===== config.mk =====
export PLATFORM = sky130hd
export DESIGN_NAME = fdc_soft_switches
export DESIGN_NICKNAME = d
export VERILOG_FILES = /design/src/rtl/fdc_sw_pkg.sv /design/src/rtl/fdc_sw_decode.sv /design/src/rtl/fdc_sw_phases.sv /design/src/rtl/fdc_sw_ctl.sv /design/src/rtl/fdc_sw_readback.sv /design/src/rtl/fdc_soft_switches.sv
export SDC_FILE = /design/constraint.sdc
export NUM_CORES = 1
export LEC_CHECK = 0
export ABC_AREA = 1
export ABC_CLOCK_PERIOD_IN_PS = 800
export BUFFER_PORTS_ARGS = -buffer_cell sky130_fd_sc_hd__buf_2
export CAP_MARGIN = 0
export CORE_MARGIN = 4
export CORE_UTILIZATION = 42
export CTS_CLUSTER_SIZE = 40
export DETAILED_ROUTE_END_ITERATION = 10
export PLACE_DENSITY = 0.75
export SYNTH_ARGS = -nofsm -noshare
export SYNTH_HDL_FRONTEND = slang
export SYNTH_SLANG_ARGS = --single-unit

===== constraint.sdc =====
create_clock -name clk -period 0.8 [get_ports clk]
set_input_delay 0.24 -clock clk [delete_from_list [all_inputs] [get_ports clk]]
set_output_delay 0.24 -clock clk [all_outputs]
set_load 0.02 [all_outputs]

===== src/rtl/fdc_sw_pkg.sv =====
package fdc_sw_pkg;

  localparam int NPH = 4;

  typedef enum logic [1:0] {
    MODE_READ  = 2'b00,
    MODE_SENSE = 2'b01,
    MODE_SHIFT = 2'b10,
    MODE_LOAD  = 2'b11
  } ctl_mode_e;

  // One decoded switch action; at most one *_en field is set per cycle.
  typedef struct packed {
    logic           hit;
    logic [NPH-1:0] ph_en;
    logic           ph_val;
    logic           mot_en;
    logic           mot_val;
    logic           drv_en;
    logic           drv_val;   // 0 = drive 1, 1 = drive 2
    logic           ma_en;
    logic           ma_val;
    logic           mb_en;
    logic           mb_val;
  } sw_act_t;

endpackage


===== src/rtl/fdc_sw_decode.sv =====
module fdc_sw_decode
  import fdc_sw_pkg::*;
#(
  parameter int                ADDR_W   = 16,
  parameter logic [ADDR_W-1:0] WIN_BASE = 16'hC080,
  parameter int                SLOT     = 6
) (
  input  logic              bus_sel,
  input  logic [ADDR_W-1:0] bus_addr,
  output sw_act_t           act
);

  localparam bit                SLOT_OK   = (SLOT >= 1) && (SLOT <= 7);
  localparam logic [ADDR_W-1:0] WIN_START = ADDR_W'(WIN_BASE + SLOT * 16);

  logic       in_win;
  logic [3:0] off;

  assign in_win = bus_sel && SLOT_OK &&
                  (bus_addr[ADDR_W-1:4] == WIN_START[ADDR_W-1:4]);
  assign off    = bus_addr[3:0];

  always_comb begin
    act     = '0;
    act.hit = in_win;
    if (in_win) begin
      if (!off[3]) begin
        act.ph_en[off[2:1]] = 1'b1;
        act.ph_val          = off[0];
      end else begin
        unique case (off[2:1])
          2'b00: begin act.mot_en = 1'b1; act.mot_val = off[0]; end
          2'b01: begin act.drv_en = 1'b1; act.drv_val = off[0]; end
          2'b10: begin act.ma_en  = 1'b1; act.ma_val  = off[0]; end
          default: begin act.mb_en = 1'b1; act.mb_val = off[0]; end
        endcase
      end
    end
  end

endmodule


===== src/rtl/fdc_sw_phases.sv =====
module fdc_sw_phases
  import fdc_sw_pkg::*;
(
  input  logic           clk,
  input  logic           rst_n,
  input  sw_act_t        act,
  output logic [NPH-1:0] phase_q,
  output logic [NPH-1:0] phase_d
);

  for (genvar i = 0; i < NPH; i++) begin : g_ph
    always_comb begin
      phase_d[i] = phase_q[i];
      if (act.ph_en[i]) phase_d[i] = act.ph_val;
    end

    always_ff @(posedge clk or negedge rst_n) begin
      if (!rst_n)              phase_q[i] <= 1'b0;
      else if (act.ph_en[i])   phase_q[i] <= phase_d[i];
    end
  end

endmodule


===== src/rtl/fdc_sw_ctl.sv =====
module fdc_sw_ctl
  import fdc_sw_pkg::*;
(
  input  logic       clk,
  input  logic       rst_n,
  input  sw_act_t    act,
  input  logic [7:0] bus_wdata,
  output logic       motor_q,
  output logic [1:0] drv_pwr,
  output logic       ma_q,
  output logic       mb_q,
  output logic       ma_d,
  output logic       mb_d,
  output logic       shift_q,
  output logic       load_q,
  output logic [7:0] load_byte_q
);

  logic motor_d, drv2_q, drv2_d;
  logic shift_d, load_d;

  always_comb begin
    motor_d = act.mot_en ? act.mot_val : motor_q;
    drv2_d  = act.drv_en ? act.drv_val : drv2_q;
    ma_d    = act.ma_en  ? act.ma_val  : ma_q;
    mb_d    = act.mb_en  ? act.mb_val  : mb_q;
    shift_d = act.ma_en && !act.ma_val;
    load_d  = act.ma_en &&  act.ma_val;
  end

  always_ff @(posedge clk or negedge rst_n) begin
    if (!rst_n) begin
      motor_q <= 1'b0;
      drv2_q  <= 1'b0;
      ma_q    <= 1'b0;
      mb_q    <= 1'b0;
    end else if (act.hit) begin
      motor_q <= motor_d;
      drv2_q  <= drv2_d;
      ma_q    <= ma_d;
      mb_q    <= mb_d;
    end
  end

  always_ff @(posedge clk or negedge rst_n) begin
    if (!rst_n) begin
      shift_q <= 1'b0;
      load_q  <= 1'b0;
    end else begin
      shift_q <= shift_d;
      load_q  <= load_d;
    end
  end

  always_ff @(posedge clk or negedge rst_n) begin
    if (!rst_n)      load_byte_q <= 8'h00;
    else if (load_d) load_byte_q <= bus_wdata;
  end

  assign drv_pwr = motor_q ? (drv2_q ? 2'b10 : 2'b01) : 2'b00;

endmodule


===== src/rtl/fdc_sw_readback.sv =====
module fdc_sw_readback
  import fdc_sw_pkg::*;
(
  input  logic       clk,
  input  logic       rst_n,
  input  logic       rd_en,
  input  logic       ma_d,
  input  logic       mb_d,
  input  logic       ph1_d,
  input  logic       wp_switch,
  input  logic [7:0] shifter_byte,
  output logic [7:0] rdata_q
);

  logic [7:0] rdata_d;
  logic       sense;

  always_comb begin
    sense   = (ctl_mode_e'({mb_d, ma_d}) == MODE_SENSE);
    rdata_d = sense ? {(wp_switch | ph1_d), 7'b0} : shifter_byte;
  end

  always_ff @(posedge clk or negedge rst_n) begin
    if (!rst_n)     rdata_q <= 8'h00;
    else if (rd_en) rdata_q <= rdata_d;
  end

endmodule


===== src/rtl/fdc_soft_switches.sv =====
module fdc_soft_switches
  import fdc_sw_pkg::*;
#(
  parameter int                ADDR_W   = 16,
  parameter logic [ADDR_W-1:0] WIN_BASE = 16'hC080,
  parameter int                SLOT     = 6
) (
  input  logic              clk,
  input  logic              rst_n,
  input  logic              bus_sel,
  input  logic              bus_we,
  input  logic [ADDR_W-1:0] bus_addr,
  input  logic [7:0]        bus_wdata,
  output logic [7:0]        bus_rdata,
  input  logic [7:0]        shifter_byte,
  input  logic              wp_switch,
  output logic [NPH-1:0]    phase,
  output logic              motor_on,
  output logic [1:0]        drv_pwr,
  output logic              mode_a,
  output logic              mode_b,
  output logic [1:0]        mode,
  output logic              shift_pulse,
  output logic              load_pulse,
  output logic [7:0]        load_byte
);

  // Reset: asserted asynchronously, released on the clock.
  logic rst_meta, rst_sync;
  always_ff @(posedge clk or negedge rst_n) begin
    if (!rst_n) begin
      rst_meta <= 1'b0;
      rst_sync <= 1'b0;
    end else begin
      rst_meta <= 1'b1;
      rst_sync <= rst_meta;
    end
  end

  sw_act_t        act;
  logic [NPH-1:0] phase_d;
  logic           ma_d, mb_d;

  fdc_sw_decode #(.ADDR_W(ADDR_W), .WIN_BASE(WIN_BASE), .SLOT(SLOT)) u_decode (
    .bus_sel  (bus_sel),
    .bus_addr (bus_addr),
    .act      (act)
  );

  fdc_sw_phases u_phases (
    .clk     (clk),
    .rst_n   (rst_sync),
    .act     (act),
    .phase_q (phase),
    .phase_d (phase_d)
  );

  fdc_sw_ctl u_ctl (
    .clk         (clk),
    .rst_n       (rst_sync),
    .act         (act),
    .bus_wdata   (bus_wdata),
    .motor_q     (motor_on),
    .drv_pwr     (drv_pwr),
    .ma_q        (mode_a),
    .mb_q        (mode_b),
    .ma_d        (ma_d),
    .mb_d        (mb_d),
    .shift_q     (shift_pulse),
    .load_q      (load_pulse),
    .load_byte_q (load_byte)
  );

  fdc_sw_readback u_readback (
    .clk          (clk),
    .rst_n        (rst_sync),
    .rd_en        (act.hit && !bus_we),
    .ma_d         (ma_d),
    .mb_d         (mb_d),
    .ph1_d        (phase_d[1]),
    .wp_switch    (wp_switch),
    .shifter_byte (shifter_byte),
    .rdata_q      (bus_rdata)
  );

  assign mode = {mode_b, mode_a};

endmodule


# Word level (Yosys, flattened, before mapping)
# Index checks and enable logic that the tools add are counted.
# totals
register_bits	28
latch_bits	0
ram_bits	0
mem_bits_ro	0
input_bits	37
output_inout_bits	29
n_memories	0
# op_classes
addsub	0
multipliers	0
div_mod_pow	0
magnitude_cmp	2
n_eq_ne	4
n_shift	0
mux	15
bitwise	1
reduce_logical	11
# ops
op	count
$mux 8	2
$mux 13	1
$eq 12x12->1 const B	1
$mux 2	6
$logic_and 1x1->1	5
$mux 5	1
$eq 2x1->1 const B	2
$mux 1	4
$reduce_and 2->1	2
$lt 2x3->1 const B	1
$reduce_or 3->1	1
$demux 1 s2	1
$eq 2x2->1 const B	1
$ge 2x1->1 const B	1
$logic_not 1->1	2
$logic_not 2->1	1
$or 1x1->1	1

# Longest topological paths before layout
# Gate-level depths: netlist of run 1.
# depth
depth_word	9
mapped_depth	12
depth_no_buf	12

# By module
# Synthesis of run 1 repeated with hierarchy kept, for this count alone.
# unflattened
cells_unflattened	193
area_unflattened_um2	1445.1
# modules_own_cells
mod	instances	cells_per_inst	area_per_inst_um2
fdc_sw_ctl	1	71	580.6
fdc_sw_readback	1	42	359.1
fdc_sw_decode	1	49	251.5
fdc_sw_phases	1	24	175.2
fdc_soft_switches	1	7	78.8

# Worst setup path after synthesis of run 1
# Ideal clock, no wire load.
# synth_path
path_type	input -> register
startpoint	input port bus_addr[14]
endpoint	register u_readback.rdata_q[7]
t_arrival_ns	1.078
t_required_ns	0.683
setup_slack_ns	-0.395
stages	11
n_path_buf	0
path_cell_list	nand2_1 -> inv_1 -> nand3_2 -> nor2_4 -> nand2_1 -> nand2_1 -> nand2_2 -> nand2_4 -> nand2_2 -> nand3_2 -> nand2_1
# synth_between
elab_chain_len	6
word_cells_on_any_way	10
cone_classes	eq/ne (2); mux (5); bitwise (1); reduce/logical (2)
# synth_rtl
item	line_no	rtl
from (decl)	fdc_soft_switches.sv:12	input logic [ADDR_W-1:0] bus_addr,
$eq 12x12->1 (*)	fdc_sw_decode.sv:20	(bus_addr[ADDR_W-1:4] == WIN_START[ADDR_W-1:4]);
$logic_and 1x1->1 (*)	fdc_sw_decode.sv:19	assign in_win = bus_sel && SLOT_OK &&
$mux 13	fdc_sw_decode.sv:26	if (in_win) begin
$mux 1, on equally long branches	fdc_sw_ctl.sv:25, fdc_sw_ctl.sv:26, fdc_sw_phases.sv:14	
$eq 2x1->1 or $or 1x1->1 (tied branches)	fdc_sw_readback.sv:19, fdc_sw_readback.sv:20	
$mux 8	fdc_sw_readback.sv:20	rdata_d = sense ? {(wp_switch | ph1_d), 7'b0} : shifter_byte;
to (signal assigned)	fdc_sw_readback.sv:25	else if (rd_en) rdata_q <= rdata_d;
to (decl)	fdc_sw_readback.sv:12	output logic [7:0] rdata_q
# Every way passes the cells marked *; elsewhere a longest branch is shown, timed or not.
# A chain may end at the register's enable or synchronous reset.

# Worst setup path after layout of run 1
# layout_path
startpoint	register u_ctl.drv2_q
endpoint	output port drv_pwr[0]
# layout_between
elab_chain_len	2
# layout_rtl
item	line_no	rtl
from (decl)	fdc_sw_ctl.sv:19	logic motor_d, drv2_q, drv2_d;
from (signal assigned)	fdc_sw_ctl.sv:39	drv2_q <= drv2_d;
$mux 2 (2 in series)	fdc_sw_ctl.sv:60	assign drv_pwr = motor_q ? (drv2_q ? 2'b10 : 2'b01) : 2'b00;
to (decl)	fdc_soft_switches.sv:19	output logic [1:0] drv_pwr,
# No other way between the ends.

==> out/qor.yml, run 1 <==
status:
  status: "finished, violations left"
  violations: "negative setup slack"
drt:
  vias_per_cell: 4.91
  wl_met3_um: 307
  dr_total_vias: 1722
  dr.first_iter.drc_count: 84
  topRoutingLayerUsed: "met4"
  wire_per_inst_um: 16.6
  ant_nets: 0
  drt_wl_total_um: 5820
  drt-met1-wl_um: 2170
  drc: 0
  met2_length_um: 3170
  drtPass1Iterations: 4
logic_synthesis:
  synthXorXnorAreaFrac: 0
  synth_compound_area_frac: 0.0398
  synth_area_um2: 1510
  netlist_instances: 192
  synthSimpleGateAreaFrac: 0.419
  ys_seq_area_frac: 0.464
  postSynthAreaPerCell_um2: 7.86
  muxShareOfSynthArea: 0
  synth_top_family_by_area: "simple AND/OR/NAND/NOR gates"
  ys_ff_latch: 28
  synth-adder-area-share: 0
  synth_warnings: 0
  syn_nets: 229
  yosys.cell_types.count: 23
setup_path:
  setup.worst_path.start_class: "register"
  cp.required_ns: 0.56
  crit_arrival_ns: 1.05
  reg2reg_depth: 8
  r2r-start: "u_ctl.mb_q$_DFFE_PN0P_"
  r2r_end: "u_readback.rdata_q[3]$_DFFE_PN0P_"
  critPathLaunch: "u_ctl.drv2_q$_DFFE_PN0P_"
  r2r_slack_ns: -0.39
  endpoint: "drv_pwr[0]"
  critPathMaxFanout: 3
  end_kind: "primary output"
  critPathKind: "reg -> out"
power_and_ir_drop:
  peakVddDrop_mv: 0.886
  combPwrFrac: 0.173
  power_density_nw_per_um2: 968
  p_leak_nw: 1.51
  p_sw_uw: 703
  clkPwrFrac: 0.328
  internal-power_mw: 2.16
  netSwitchingFraction: 0.246
  pwr-share-seq: 0.498
floorplan:
  fp.dieH_um: 67.9
  ioPinCount: 66
  dieArea_um2: 4620
  fp.dieW_um: 67.9
  rows: 21
  start_util: 0.442
  fp.coreArea_um2: 3420
timing:
  finClkSkew_ns: 0.00415
  setup_tns_ns: -16.96
  hold_viol: 0
  holdWs_ns: 0.0900
  setup_viol: 55
  maxSlewViolCount: 0
  fmax_mhz: 775
  finalCriticalPeriod_ns: 1.29
  min_period_over_period: 1.61
  rsz0062_at_grt: "yes"
  setup_ws_ns: -0.490
cts:
  clkTransAtPathRegs_ns: 0.15
  htreeDepth: 1
  cts_buffers: 3
  clock_path_buffers: 2
  root_buffer: "clkbuf_4"
  cts_tree: "done"
  clock_sinks: 28
  insertion_delay_ns: 0.34
layout:
  area_delta_synth_final_pct: 96.2
  final_core_util: 0.867
  fillCellCount: 154
  drive_gt1_frac: 0.685
  n_antenna_cell: 0
  final_cell_mix: "38 x nand2_1, 38 x buf_6, 37 x buf_4"
  final_net_count: 343
  reg.largest.list: "u_ctl.load_byte_q (8), u_readback.rdata_q (8), u_phases.phase_q (4)"
flow_run:
  max-cap-violations: 0
grt:
  grt_pass1_vias: 1749
  grt_max_degree: 27
  track_usage: 0.228
  grt_pass1_wl_um: 7810
  antenna_found_initial: 0
  grt_overflow_total: 0
place:
  place_hpwl_um: 3110
  io_buffers: 65
  gp_congestion: 0.823
  dp_slack_ns: -0.682
hold_path:
  hp-class: "in -> reg"
==> critical path, stage by stage, from the launching register on <==
cell	delay (ns)
dfrtp_1	0.46
nor2_4	0.13
buf_6	0.12
==> logic make-up after synthesis <==
logic type | Yosys count
other cells | 1
compound gates | 10
buf+inv | 28
simple gates | 125
flops | 28
==> power by group through the flow <==
| stage | logic (mW) | registers (mW) | clock network (mW) |
|---|---|---|---|
| after floorplan | 0.134 | 1.47 | 0 |
| final | 0.497 | 1.43 | 0.940 |
| after global routing | 0.531 | 1.43 | 1.00 |
| after global placement | 0.373 | 1.45 | 0 |
| after detailed placement | 0.380 | 1.45 | 0 |
| after CTS | 0.454 | 1.43 | 0.941 |
==> through the flow <==
stage	instance area, µm²	std cells	power (mW)
after detailed placement	2190	324	1.83
after floorplan	1630	192	1.60
after global routing	2960	351	2.96
after global placement	2190	324	1.83
final	2960	351	2.86
after CTS	2710	338	2.82
==> cells in the mapped netlist (all sizes together) <==
cell / count / area [µm²]
o21ai: 3 / 15.0
nor3: 5 / 47.5
nand4: 2 / 12.5
a21oi: 2 / 10.0
nor2: 26 / 145
buf: 2 / 15.0
nand3b: 2 / 27.5
inv: 26 / 97.6
nand2: 76 / 318
nand3: 13 / 75.1
conb: 1 / 3.75
or2: 1 / 6.26
dfrtp: 28 / 701
a31oi: 2 / 12.5
o31ai: 3 / 22.5
==> metal layers <==
metal / track usage / up-vias
met3: 0.0493 / 16
met2: 0.420 / 65
li1: - / 820
met1: 0.258 / 821
met4: 0.0720 / 0
met5: 0 / -
==> layout make-up <==
type / count / area [µm²] / share of cell area
Clock buffer: 3 / 22.5 / 0.00761
Clock inverter: 1 / 30.0 / 0.0101
Inverter: 26 / 135 / 0.0456
Multi-Input combinational cell: 137 / 1010 / 0.341
Sequential cell: 28 / 704 / 0.238
Tap cell: 46 / 57.6 / 0.0194
Timing Repair Buffer: 110 / 1000 / 0.338
==> timing repair <==
| item | 4_1_cts | 5_1_grt |
|---|---|---|
| endpoints found under the hold margin | 2 | 0 |
| endpoints found under the setup margin | 54 | 54 |
| gates resized for setup | 119 | 40 |
| buffers inserted | 10 | 13 |
| gates cloned | 0 | 1 |
| pin swaps | 29 | 17 |
| hold buffers | 1 | 0 |
==> worst min path at each step <==
| stage | start | end | cells after the start | slack, ns |
|---|---|---|---|---|
| finish | bus_wdata[2] | u_ctl.load_byte_q[2]$_DFFE_PN0P_ | 3 | 0.09 |
| global placement | rst_n | rst_meta$_DFF_PN0_ | 1 | 0.03 |
| CTS | bus_wdata[0] | u_ctl.load_byte_q[0]$_DFFE_PN0P_ | 3 | 0.09 |
| detailed placement | rst_n | rst_meta$_DFF_PN0_ | 1 | 0.03 |
| global route | bus_wdata[6] | u_ctl.load_byte_q[6]$_DFFE_PN0P_ | 3 | 0.1 |
| floorplan | rst_n | rst_meta$_DFF_PN0_ | 0 | -0.06 |
Note: power is estimated with default switching activity, not from simulation.
==> run 2, diff against run 1 <==
Settings changed: CELL_PAD_IN_SITES_DETAIL_PLACEMENT set to 1, CELL_PAD_IN_SITES_GLOBAL_PLACEMENT set to 1, CORE_UTILIZATION 42 to 29, PLACE_DENSITY 0.75 to not set, PLACE_DENSITY_LB_ADDON set to 0.1.
==> run 2 against run 1 <==
The flow still finishes with violations (negative setup slack). Final cell count up 7.1%. Count of clock-buffer cells in the layout unchanged. Cell area up 4.1%. Critical path type unchanged. Highest routed layer unchanged.
==> out/qor.yml, run 2 (synthesis results as in run 1) <==
status:
  status: "finished, violations left"
  violations: "negative setup slack"
setup_path:
  setup.worst_path.start_class: "register"
  critPathKind: "reg -> out"
  critPathMaxFanout: 3
  cp.required_ns: 0.56
  r2r-start: "u_ctl.mb_q$_DFFE_PN0P_"
  end_kind: "primary output"
  crit_arrival_ns: 0.95
  critPathLaunch: "u_ctl.drv2_q$_DFFE_PN0P_"
power_and_ir_drop:
  peakVddDrop_mv: 0.635
  power_density_nw_per_um2: 1010
  p_leak_nw: 1.56
drt:
  dr_total_vias: 1676
  vias_per_cell: 4.46
  ant_nets: 0
  topRoutingLayerUsed: "met4"
  wl_met3_um: 206
  drc: 0
  drtPass1Iterations: 4
  drt_wl_total_um: 5650
  met2_length_um: 3210
  drt-met1-wl_um: 2210
  wire_per_inst_um: 15.0
  dr.first_iter.drc_count: 37
timing:
  fmax_mhz: 840
  setup_viol: 54
  hold_viol: 0
  finClkSkew_ns: 0.00768
  setup_ws_ns: -0.390
  rsz0062_at_grt: "yes"
  finalCriticalPeriod_ns: 1.19
  maxSlewViolCount: 0
  min_period_over_period: 1.49
  setup_tns_ns: -13.94
floorplan:
  rows: 25
  fp.dieW_um: 80.1
  fp.coreArea_um2: 4880
  fp.dieH_um: 80.1
  ioPinCount: 66
  dieArea_um2: 6420
  start_util: 0.309
cts:
  clkTransAtPathRegs_ns: 0.10
  insertion_delay_ns: 0.28
  clock_sinks: 28
  htreeDepth: 1
  cts_tree: "done"
  clock_path_buffers: 2
  cts_buffers: 3
  root_buffer: "clkbuf_8"
layout:
  n_antenna_cell: 0
  final_common_cell: "nand2_1"
  fillCellCount: 566
  reg.largest.list: "u_ctl.load_byte_q (8), u_readback.rdata_q (8), u_phases.phase_q (4)"
  fin_cells: 376
  final_cell_mix: "45 x nand2_1, 40 x buf_4, 38 x buf_6"
  fin_area_um2: 3080
  area_delta_synth_final_pct: 104
  drive_gt1_frac: 0.680
  final_net_count: 347
place:
  dp_cells: 347
  placed_area_um2: 2230
  io_buffers: 65
  place_hpwl_um: 3440
  gp_congestion: 0.782
grt:
  grt_pass1_wl_um: 8680
  track_usage: 0.173
  grt_pass1_vias: 1792
  antenna_found_initial: 0
  grt_max_degree: 27
  grt_overflow_total: 0
flow_run:
  max-cap-violations: 0
hold_path:
  holdCritStartpoint: "bus_wdata[6]"
  hp-class: "in -> reg"
[run 2: changes by cell type in the layout (fill, tap and decap cells not counted), moves of 3 or more]
| cell | previous run | this run |
|---|---|---|
| clkbuf_4 | 3 | 0 |
| nand2_2 | 25 | 22 |
| clkbuf_8 | 0 | 3 |
| nand2_4 | 13 | 7 |
| nand2_1 | 38 | 45 |
| inv_4 | 1 | 4 |
| buf_4 | 37 | 40 |
[run 2: final timing paths]
kind,slack (ns),endpoint,depth (start not counted)
max in group asynchronous,0.40,u_ctl.motor_q$_DFFE_PN0P_,1
hold reg to reg,0.23,u_readback.rdata_q[4]$_DFFE_PN0P_,1
min in group asynchronous,0.23,u_readback.rdata_q[4]$_DFFE_PN0P_,1
setup / recovery,-0.39,drv_pwr[1],3
hold / removal,0.15,u_ctl.load_byte_q[6]$_DFFE_PN0P_,3
setup reg to reg,-0.30,u_readback.rdata_q[6]$_DFFE_PN0P_,7
[run 2: routing by layer]
metal,vias up,track usage
met4,0,0.0304
met1,812,0.217
met2,37,0.316
met5,-,0
met3,2,0.0247
li1,825,-
[run 2: per-stage QoR]
stage | setup WS (ns) | hold WS [ns] | util | power (mW)
floorplan | -0.359 | -0.0556 | - | 1.60
global placement | -0.649 | 0.0250 | 0.458 | 1.83
detailed placement | -0.669 | 0.0267 | 0.458 | 1.84
CTS | -0.403 | 0.139 | 0.589 | 3.08
global route | -0.454 | 0.149 | 0.632 | 3.25
finish | -0.390 | 0.146 | 0.632 | 3.12
[run 2: layout make-up]
type | instances | area [µm²] | share of cell area
clock buffers | 3 | 41.3 | 0.0134
repair buffers | 114 | 1050 | 0.342
clock inverters | 1 | 30.0 | 0.00974
inverters | 26 | 138 | 0.0446
flip-flops and latches | 28 | 703 | 0.228
multi-input cells | 137 | 1030 | 0.335
well taps | 67 | 83.8 | 0.0272
[run 2: report_power, final]
part / switching [mW] / leakage (nW) / internal [mW]
clock network: 0.472 / 0.0357 / 0.671
logic: 0.280 / 1.14 / 0.267
registers: 0.00462 / 0.384 / 1.42
total: 0.757 / 1.56 / 2.36
[run 2: worst max-delay path: stages (launching register included)]
cell	delay, ns
dfrtp_1	0.44
nand2_2	0.08
inv_2	0.04
buf_6	0.12
[run 2: timing repair]
item,in CTS,in global routing
setup buffers,14,15
hold buffers,1,0
cloned,1,0
pin swaps,35,25
endpoints found under the setup margin,55,55
gates resized for setup,134,33
hold endpoints to repair,2,0
